### src/rtl/dls_pkg.sv
package dls_pkg;
    typedef enum logic [1:0] {
        ST_IDLE  = 2'd0,
        ST_ISSUE = 2'd1,
        ST_WAIT  = 2'd2
    } dls_state_e;
endpackage

### src/rtl/dls_chunk_calc.sv
// Address, length and lane offset of the next line-bounded transaction.
module dls_chunk_calc #(
    parameter int ADDR_W     = 32,
    parameter int LEN_W      = 12,
    parameter int LINE_BYTES = 16
) (
    input  logic [ADDR_W-1:0]             start_addr,
    input  logic [LEN_W-1:0]              total_len,
    input  logic [LEN_W-1:0]              done_bytes,
    input  logic                          first,
    output logic [ADDR_W-1:0]             chunk_addr,
    output logic [LEN_W-1:0]              chunk_len,
    output logic [$clog2(LINE_BYTES)-1:0] lane_off
);
    localparam int OFF_W = $clog2(LINE_BYTES);
    localparam logic [LEN_W:0] LINE_L = (LEN_W+1)'(LINE_BYTES);

    logic [OFF_W-1:0] start_off;
    logic [LEN_W:0]   head_end;
    logic [LEN_W:0]   remain;

    always_comb begin
        start_off = start_addr[OFF_W-1:0];
        head_end  = (LEN_W+1)'(start_off) + {1'b0, total_len};
        remain    = {1'b0, total_len} - {1'b0, done_bytes};
        if (first) begin
            chunk_addr = start_addr;
            lane_off   = start_off;
            chunk_len  = (head_end <= LINE_L) ? total_len
                                              : LEN_W'(LINE_L - (LEN_W+1)'(start_off));
        end else begin
            chunk_addr = start_addr + ADDR_W'(done_bytes);
            lane_off   = '0;
            chunk_len  = (remain < LINE_L) ? remain[LEN_W-1:0] : LEN_W'(LINE_BYTES);
        end
    end
endmodule

### src/rtl/dls_lane_map.sv
// Moves bytes between transfer order and line lanes.
module dls_lane_map #(
    parameter int LEN_W      = 12,
    parameter int LINE_BYTES = 16
) (
    input  logic [$clog2(LINE_BYTES)-1:0] lane_off,
    input  logic [LEN_W-1:0]              chunk_len,
    input  logic [LINE_BYTES*8-1:0]       src_bytes,
    input  logic [LINE_BYTES*8-1:0]       line_bytes,
    output logic [LINE_BYTES*8-1:0]       placed,
    output logic [LINE_BYTES-1:0]         placed_be,
    output logic [LINE_BYTES*8-1:0]       extracted
);
    localparam int RUN_W = LINE_BYTES + 1;

    logic [RUN_W-1:0] run;

    always_comb begin
        run       = (RUN_W'(1) << chunk_len) - RUN_W'(1);
        placed_be = run[LINE_BYTES-1:0] << lane_off;
        placed    = src_bytes << {lane_off, 3'b000};
        extracted = line_bytes >> {lane_off, 3'b000};
    end
endmodule

### src/rtl/dma_line_seq.sv
module dma_line_seq
    import dls_pkg::*;
#(
    parameter int ADDR_W     = 32,
    parameter int LEN_W      = 12,
    parameter int LINE_BYTES = 16
) (
    input  logic                    clk,
    input  logic                    rst_n,
    input  logic                    req_valid,
    output logic                    req_ready,
    input  logic [ADDR_W-1:0]       req_addr,
    input  logic [LEN_W-1:0]        req_len,
    input  logic                    req_write,
    input  logic                    req_need_rsp,
    output logic [LEN_W-1:0]        wr_buf_off,
    input  logic [LINE_BYTES*8-1:0] wr_buf_data,
    output logic                    rd_buf_we,
    output logic [LEN_W-1:0]        rd_buf_off,
    output logic [LEN_W-1:0]        rd_buf_len,
    output logic [LINE_BYTES*8-1:0] rd_buf_data,
    output logic                    rsp_valid,
    output logic                    retry_o,
    output logic                    mem_req_valid,
    input  logic                    mem_req_ready,
    output logic [ADDR_W-1:0]       mem_req_addr,
    output logic [LEN_W-1:0]        mem_req_len,
    output logic                    mem_req_store,
    output logic [LINE_BYTES*8-1:0] mem_req_data,
    output logic [LINE_BYTES-1:0]   mem_req_be,
    input  logic                    mem_done_valid,
    input  logic [LINE_BYTES*8-1:0] mem_done_data,
    input  logic                    drain_req,
    output logic                    drained,
    output logic                    drain_done
);
    localparam int OFF_W = $clog2(LINE_BYTES);

    dls_state_e state_q, state_d;

    logic [ADDR_W-1:0] start_q;
    logic [LEN_W-1:0]  len_q, done_q, iss_q;
    logic              wr_q, need_q, first_q;
    logic              fin_q, fin_need_q, rsp_q, retry_q;
    logic              retry_pend_q, drain_pend_q, drain_done_q;

    logic [ADDR_W-1:0] c_addr;
    logic [LEN_W-1:0]  c_len;
    logic [OFF_W-1:0]  c_off;

    logic accept, refuse, zero_acc, issue_fire, chunk_done, last_done, idle;

    dls_chunk_calc #(.ADDR_W(ADDR_W), .LEN_W(LEN_W), .LINE_BYTES(LINE_BYTES)) calc_i (
        .start_addr (start_q),
        .total_len  (len_q),
        .done_bytes (done_q),
        .first      (first_q),
        .chunk_addr (c_addr),
        .chunk_len  (c_len),
        .lane_off   (c_off)
    );

    dls_lane_map #(.LEN_W(LEN_W), .LINE_BYTES(LINE_BYTES)) lanes_i (
        .lane_off   (c_off),
        .chunk_len  (c_len),
        .src_bytes  (wr_buf_data),
        .line_bytes (mem_done_data),
        .placed     (mem_req_data),
        .placed_be  (mem_req_be),
        .extracted  (rd_buf_data)
    );

    always_comb begin
        idle       = (state_q == ST_IDLE);
        accept     = req_valid && idle;
        refuse     = req_valid && !idle;
        zero_acc   = accept && (req_len == '0);
        issue_fire = (state_q == ST_ISSUE) && mem_req_ready;
        chunk_done = (state_q == ST_WAIT) && mem_done_valid;
        last_done  = chunk_done && (iss_q == len_q);
    end

    // next-state logic
    always_comb begin
        state_d = state_q;
        unique case (state_q)
            ST_IDLE:  if (accept && !zero_acc) state_d = ST_ISSUE;
            ST_ISSUE: if (mem_req_ready)       state_d = ST_WAIT;
            ST_WAIT:  if (mem_done_valid)      state_d = last_done ? ST_IDLE : ST_ISSUE;
            default:                           state_d = ST_IDLE;
        endcase
    end

    // state register
    always_ff @(posedge clk or negedge rst_n) begin
        if (!rst_n) state_q <= ST_IDLE;
        else        state_q <= state_d;
    end

    // transfer bookkeeping and completion pipeline
    always_ff @(posedge clk or negedge rst_n) begin
        if (!rst_n) begin
            start_q <= '0; len_q <= '0; done_q <= '0; iss_q <= '0;
            wr_q <= 1'b0; need_q <= 1'b0; first_q <= 1'b0;
            fin_q <= 1'b0; fin_need_q <= 1'b0; rsp_q <= 1'b0; retry_q <= 1'b0;
            retry_pend_q <= 1'b0; drain_pend_q <= 1'b0; drain_done_q <= 1'b0;
        end else begin
            if (accept) begin
                start_q <= req_addr;
                len_q   <= req_len;
                wr_q    <= req_write;
                need_q  <= req_need_rsp;
                done_q  <= '0;
                iss_q   <= '0;
                first_q <= 1'b1;
            end
            if (issue_fire) iss_q <= done_q + c_len;
            if (chunk_done) begin
                done_q  <= iss_q;
                first_q <= 1'b0;
            end
            fin_q        <= last_done || zero_acc;
            fin_need_q   <= last_done ? need_q : req_need_rsp;
            rsp_q        <= fin_q && fin_need_q;
            retry_q      <= last_done && (retry_pend_q || refuse);
            retry_pend_q <= last_done ? 1'b0 : (retry_pend_q || refuse);
            drain_done_q <= (drain_req || drain_pend_q) && (idle || last_done);
            drain_pend_q <= (drain_req || drain_pend_q) && !(idle || last_done);
        end
    end

    // outputs
    always_comb begin
        req_ready     = idle;
        drained       = idle;
        mem_req_valid = (state_q == ST_ISSUE);
        mem_req_addr  = c_addr;
        mem_req_len   = c_len;
        mem_req_store = wr_q;
        wr_buf_off    = done_q;
        rd_buf_we     = chunk_done && !wr_q;
        rd_buf_off    = done_q;
        rd_buf_len    = iss_q - done_q;
        rsp_valid     = rsp_q;
        retry_o       = retry_q;
        drain_done    = drain_done_q;
    end


    issue_hold_chk: assert property (@(posedge clk) disable iff (!rst_n)
        mem_req_valid && !mem_req_ready |=> mem_req_valid && $stable(mem_req_addr) && $stable(mem_req_len));

    line_align_chk: assert property (@(posedge clk) disable iff (!rst_n)
        mem_req_valid && !first_q |-> mem_req_addr[OFF_W-1:0] == '0);

    chunk_fit_chk: assert property (@(posedge clk) disable iff (!rst_n)
        mem_req_valid |-> (mem_req_len != '0) &&
        ((LEN_W+1)'(c_off) + (LEN_W+1)'(mem_req_len) <= (LEN_W+1)'(LINE_BYTES)));

    single_xfer_chk: assert property (@(posedge clk) disable iff (!rst_n)
        mem_req_valid |-> !req_ready);

    retry_open_chk: assert property (@(posedge clk) disable iff (!rst_n)
        retry_o |-> req_ready && !$past(req_ready));

    rd_len_chk: assert property (@(posedge clk) disable iff (!rst_n)
        rd_buf_we |-> (rd_buf_len != '0) && (rd_buf_len <= LEN_W'(LINE_BYTES)));
endmodule

### config.mk
export PLATFORM = sky130hd
export DESIGN_NAME = dma_line_seq
export DESIGN_NICKNAME = d
export VERILOG_FILES = /design/src/rtl/dls_pkg.sv /design/src/rtl/dls_chunk_calc.sv /design/src/rtl/dls_lane_map.sv /design/src/rtl/dma_line_seq.sv
export SDC_FILE = /design/constraint.sdc
export NUM_CORES = 1
export LEC_CHECK = 0
export BUFFER_PORTS_ARGS = -buffer_cell sky130_fd_sc_hd__buf_2
export CORE_AREA = 2 2 261 263
export CTS_CLUSTER_DIAMETER = 100
export DETAILED_ROUTE_END_ITERATION = 7
export DIE_AREA = 0 0 263 265
export SLEW_MARGIN = 20
export SYNTH_ARGS = -nofsm -noshare
export SYNTH_HDL_FRONTEND = slang
export SYNTH_SLANG_ARGS = --single-unit
### constraint.sdc
create_clock -name clk -period 14 [get_ports clk]
set_input_delay 0.7 -clock clk [delete_from_list [all_inputs] [get_ports clk]]
set_output_delay 0.7 -clock clk [all_outputs]
set_load 0.005 [all_outputs]
**Yosys cells after proc, flatten, opt, wreduce, memory -nomap -nowiden**

Cells that the tools add are included.

- Input port bits: 308
- Output and inout port bits: 360
- Flip-flop bits (word level): 80

- Order comparisons: 2
- Equal/unequal tests: 6
- Reduce and logical (&&, ||, !) cells: 25
- $add $sub $neg: 7
- Shift-type cells: 4
- Multiplexer cells: 17

Operators by type and width:

| kind | count |
|---|---|
| $shl 128x7->128 | 1 |
| $shr 128x7->128 | 1 |
| $mux 12 | 6 |
| $add 32x12->32 | 1 |
| $mux 32 | 1 |
| $shl 1x12->16 const A | 1 |
| $shl 16x4->16 | 1 |
| $sub 16x2->16 const B | 1 |
| $add 4x12->13 | 1 |
| $le 13x5->1 const B | 1 |
| $lt 13x5->1 const B | 1 |
| $sub 12x12->13 | 1 |
| $add 12x12->12 | 1 |
| $eq 12x12->1 | 1 |
| $logic_and 1x1->1 | 12 |
| $logic_not 12->1 | 1 |
| $sub 12x12->12 | 1 |
| $mux 2 | 3 |
| $pmux 2 s3 | 1 |
| $sub 5x4->6 const A | 1 |
| $mux 1 | 5 |
| $logic_not 1->1 | 4 |
| $logic_or 1x1->1 | 4 |
| $mux 4 | 1 |
| other kinds (7) | 9 |

**Logic depth before layout (Yosys ltp)**

- Word-level depth: 7
- Gate-level depth with buffers: 27

**By module**

From an unflattened synthesis, not the netlist that was laid out.

- Cell total of the unflattened synthesis: 2,395
- Area, all modules: 16,941.2 µm²

By module, submodules not included:

| module | cells each | instances | area each (µm²) | seq. area each (µm²) |
|---|---|---|---|---|
| dls_lane_map | 1,608 | 1 | 10,428.8 | 0.0 |
| dma_line_seq | 468 | 1 | 4,302.9 | 2,001.9 |
| dls_chunk_calc | 319 | 1 | 2,209.6 | 0.0 |

**Worst setup path after synthesis**

OpenSTA, ideal clock, no wires.

- Path type: reg-to-output
- Start: reg done_q[1], in the netlist rd_buf_off[1]
- End: out mem_req_be[15]
- Required time: 13.300 ns
- Data arrival time: 5.195 ns
- Path slack: 8.105 ns
- Cell stages (with the launch flop): 22
- Cell sequence: dfrtp_1 > inv_1 > ha_1 > nor2b_1 > o2111ai_2 > a211oi_2 > or3_1 > a2111o_1 > nor3_1 > nor2_1 > inv_1 > buf_1 > nor2_1 > nand3_1 > ha_1 > clkbuf_1 > clkinv_1 > o32a_1 > o221a_1 > a2111o_1 > nor4b_4 > a211oi_2

- Longest elaborated chain between the ends: 7

Ends and longest elaborated chain:

| what | RTL line | text |
|---|---|---|
| start, declared | dma_line_seq.sv:42 | `logic [LEN_W-1:0] len_q, done_q, iss_q;` |
| start signal, assigned | dma_line_seq.sv:119 | `done_q <= iss_q;` |
| $sub 12x12->13 (*) | dls_chunk_calc.sv:25 | `remain = {1'b0, total_len} - {1'b0, done_bytes};` |
| $lt 13x5->1 | dls_chunk_calc.sv:34 | `chunk_len = (remain < LINE_L) ? remain[LEN_W-1:0] : LEN_W'(LINE_BYTES);` |
| $mux 12 (*) | dls_chunk_calc.sv:34 |  |
| $mux 12 (*) | dls_chunk_calc.sv:26 | `if (first) begin` |
| via mem_req_len[2] | dma_line_seq.sv:27 | `output logic [LEN_W-1:0] mem_req_len,` |
| $shl 1x12->16 (*) | dls_lane_map.sv:19 | `run = (RUN_W'(1) << chunk_len) - RUN_W'(1);` |
| $sub 16x2->16 (*) | dls_lane_map.sv:19 |  |
| $shl 16x4->16 (*) | dls_lane_map.sv:20 | `placed_be = run[LINE_BYTES-1:0] << lane_off;` |
| end, declared | dma_line_seq.sv:30 | `output logic [LINE_BYTES-1:0] mem_req_be,` |

Mark *: on every way through the listed nets, which the timed path passes. The rest lies on a longest branch.

**Worst setup path after layout**

- Start: reg done_q[1], in the netlist rd_buf_off[1]
- End: out mem_req_be[10]

- Longest elaborated chain between the ends: 7

Ends and longest elaborated chain:

| what | RTL line |
|---|---|
| $sub 12x12->13 (*) | dls_chunk_calc.sv:25 |
| $lt 13x5->1 | dls_chunk_calc.sv:34 |
| $mux 12 (*) | dls_chunk_calc.sv:34 |
| $mux 12 (*) | dls_chunk_calc.sv:26 |
| $shl 1x12->16 (*) | dls_lane_map.sv:19 |
| $sub 16x2->16 (*) | dls_lane_map.sv:19 |
| $shl 16x4->16 (*) | dls_lane_map.sv:20 |

Every way passes the cells marked *; elsewhere a longest branch is shown, timed or not.

==> impl_results.md <==
- Status: complete, no violations
- Mapped cell area: roughly 0.016 mm^2
- Nets: 3022
- TritonRoute pass-1 iters: 6
- Ports: between 600 and 700
- Sequential share of the synthesized area: 12.6%
- Fin crit period: 8.05 ns
- Layout Cells excl Fill: 3550
- Final Hold Viols: 0
- Number of distinct library cells after synthesis: 84
- CTS clk-pin slew, worst paths: 0.07 ns
- Most frequent cell after synthesis: mux2i_1
- Fmax: approximately 120 MHz
- Synth top cells by count: 409 x mux2i_1, 207 x nor2_1, 200 x a211oi_1
- Int Pwr: 0.00259 W
- RSZ-0062 raised after global routing: false
- Mapped Cells: 2153
- Clk sinks: 80
- Worst-skew pair later-pin latency: 0.36 ns
- Starting density of the core: about a quarter
- Setup WS post-layout: approximately 5.9 ns
- Initial antenna violation count: 19
- Nature of the critical path endpoint: output port
- Die area: ~0.070 mm^2
- Reg power frac: 7.5%
- Main synth FF type: dfrtp_1
- Largest net degree at the start of global routing: 127
- FILL cells: 7462
- Total negative setup slack: 0 ns
- Max Cap Viol: 0
- Hold Buf Count CTS: 0
- CTS tree: yes
- Kind of critical path: flop to output port
- Max-slew violation count: 0
- First-pass GRT wire length: between 100 and 150 mm
- Post-synth EDFFs: 0
- WL per Instance: 26.5 um
- Gr ovfl total: 0
- H-tree levels: 3
- Area contributors post-synth: mux2i_1 26%, dfrtp_1 13%, a211oi_1 9.4%
- CTS-repair resized insts: 0
- Detailed-route DRC error count: 0
- Core Region: 0.0668 mm^2
- Global placer's final weighted congestion: just under 1
- Root Buffer: clkbuf_16
- Number of synthesis warnings: 0
- Async SR Flop Fraction: 100%
- Cell Pwr Density: between 300 and 400 mW/mm^2
- Final setup violation count: 0
- Data arrival time of the critical path: 7.35 ns
- Via density: 5.58
- CP max FO: 18
- Worst min path class: input pin to asynchronous set/reset pin
- Worst slew margin: 25.3%
- Mean post-synth cell area: between 7 and 8 um^2
- Comb pwr share: 88.5%
- CTS Buffer Depth: 2
- Placed Cells: 3519
- Pre-CTS setup slack: 6.46 ns
- Number of synthesized register bits: 80
- Fin crit share: 57.5%
- NetSw: 0.00395 W
- Fraction of layout cells with a size suffix above 1: roughly 30%
- Worst-Margin Slew: 1.12 ns
- FP Rows: 95
- Top-area cell type share of the netlist area: 25.7%
- Final WL: roughly 94 mm
- DRT iter0 DRCs: 1815
- Clock share of power: about 4.0%
- Critical Path RT: 13.30 ns
- Die H: 265 um
- Setup bufs post-CTS: 0
- Final Skew: 0.00965 ns
- Peak VDD IR: 0.000178 V
- WHS: 0.340 ns
- Switching share of power: between 60% and 70%
- Setup crit start kind: flop
- DRT antenna net count: 0
- Port-buffer cells: 660
- Die width: between 200 and 300 um
- Vias: 19800
- Post-synth top area cell: mux2i_1
- Gr usage total: 25.6%
- LEAKAGE: between 10 and 15 nW
- Area growth from synthesis to layout: 26.8%
- CTS Buf Count: 9
- Vias in the first global route: 19200
- DP HPWL: 75.8 mm
[routing by layer]
layer | vias to the layer above | share of wire (%) | GRT usage (%)
met5 | - | 0.026 | 0
met3 | 202 | 8.4 | 5.47
li1 | 9014 | - | -
met4 | 4 | 5.5 | 13.2
met1 | 9488 | 38 | 30.0
met2 | 1106 | 48 | 43.8
[state kept, by name, indices dropped and copies added, names as in the netlist]
signal / count
retry_pend_q: 1
state_q: 2
fin_q: 1
first_q: 1
iss_q: 12
drain_done: 1
drain_pend_q: 1
need_q: 1
rd_buf_off: 12
mem_req_store: 1
len_q: 12
retry_o: 1
start_q: 32
rsp_valid: 1
fin_need_q: 1
[worst max-delay path, stage by stage (launching register included)]
cell and delay [ns]:
dfrtp_1 0.57, inv_1 0.22, ha_1 0.32, nor2b_1 0.15
o2111ai_2 0.31, a211oi_2 0.12, or3_1 0.31, a2111o_1 0.51
nor3_1 0.32, or2_1 0.52, clkinv_1 0.45, nand4_1 0.30
ha_1 0.63, clkinv_1 0.43, o32a_1 0.44, o221a_1 0.33
o2111ai_1 0.20, nand3_1 0.12, o22ai_1 0.48, buf_2 0.22
[placed cells by master (no fill, tap or decap), types with 44 or more instances in the layout]
cell,Yosys,layout
a211oi_1,200,200
nor2_1,207,201
mux2i_1,409,409
xnor2_1,44,44
ha_1,52,52
dfrtp_1,80,78
o21ai_0,128,128
nand2_1,153,148
nor3_1,58,57
buf_2,4,659
inv_1,44,44
a21oi_1,183,183
[power by group through the flow]
| stage | sequential, W | clock [W] | combinational, W |
|---|---|---|---|
| after floorplan | 0.000424 | 0 | 0.00340 |
| after global placement | 0.000484 | 0 | 0.00573 |
| after detailed placement | 0.000490 | 0 | 0.00572 |
| after CTS | 0.000486 | 0.000267 | 0.00574 |
| after global routing | 0.000505 | 0.000274 | 0.00622 |
| final | 0.000488 | 0.000262 | 0.00579 |
[layout make-up]
cell class	count	area [um^2]	area share, %
multi-input cells	1828	13000	64.4
repair buffers	691	3560	17.7
flip-flops and latches	80	2000	9.94
well taps	873	1090	5.42
clock buffers	10	229	1.14
inverters	47	176	0.875
clock inverters	5	81.3	0.403
diodes	16	40.0	0.199
[logic make-up (layout without fill, tap and decap cells)]
kind of cell,count (synthesis),in the layout,synth area share (%)
flip-flops,80,80,12.6
XOR/XNOR,59,59,3.25
adder cells (fa/ha/maj),57,57,4.72
buffers and inverters,257,753,6.62
AO/OA/AOI/OAI,645,645,26.2
other,1,29,0.0236
AND/OR/NAND/NOR,602,602,17.8
multiplexers,452,452,28.8
[per-stage QoR]
stage	total power, W	instance area (um^2)	utilization (%)
after global placement	0.00621	19800	29.7
final	0.00654	20200	30.2
after global routing	0.00700	20200	30.2
after detailed placement	0.00621	19800	29.7
after CTS	0.00650	20100	30.1
after floorplan	0.00382	15900	-
[path summary, 6_finish.rpt]
kind	from	cells past startpoint	end	slack, ns
hold / removal	rst_n	1	retry_pend_q$_DFF_PN0_	0.34
setup / recovery	rd_buf_off[1]$_DFFE_PN0P_	19	mem_req_be[10]	5.95
hold reg to reg	fin_need_q$_DFF_PN0_	1	rsp_valid$_DFF_PN0_	0.48
setup reg to reg	rd_buf_off[1]$_DFFE_PN0P_	21	iss_q[11]$_DFFE_PN0P_	7.62
max in group asynchronous	rst_n	2	start_q[0]$_DFFE_PN0P_	12.66
min in group clk	fin_need_q$_DFF_PN0_	1	rsp_valid$_DFF_PN0_	0.48
No activity file was read; power rests on OpenSTA's default activity.
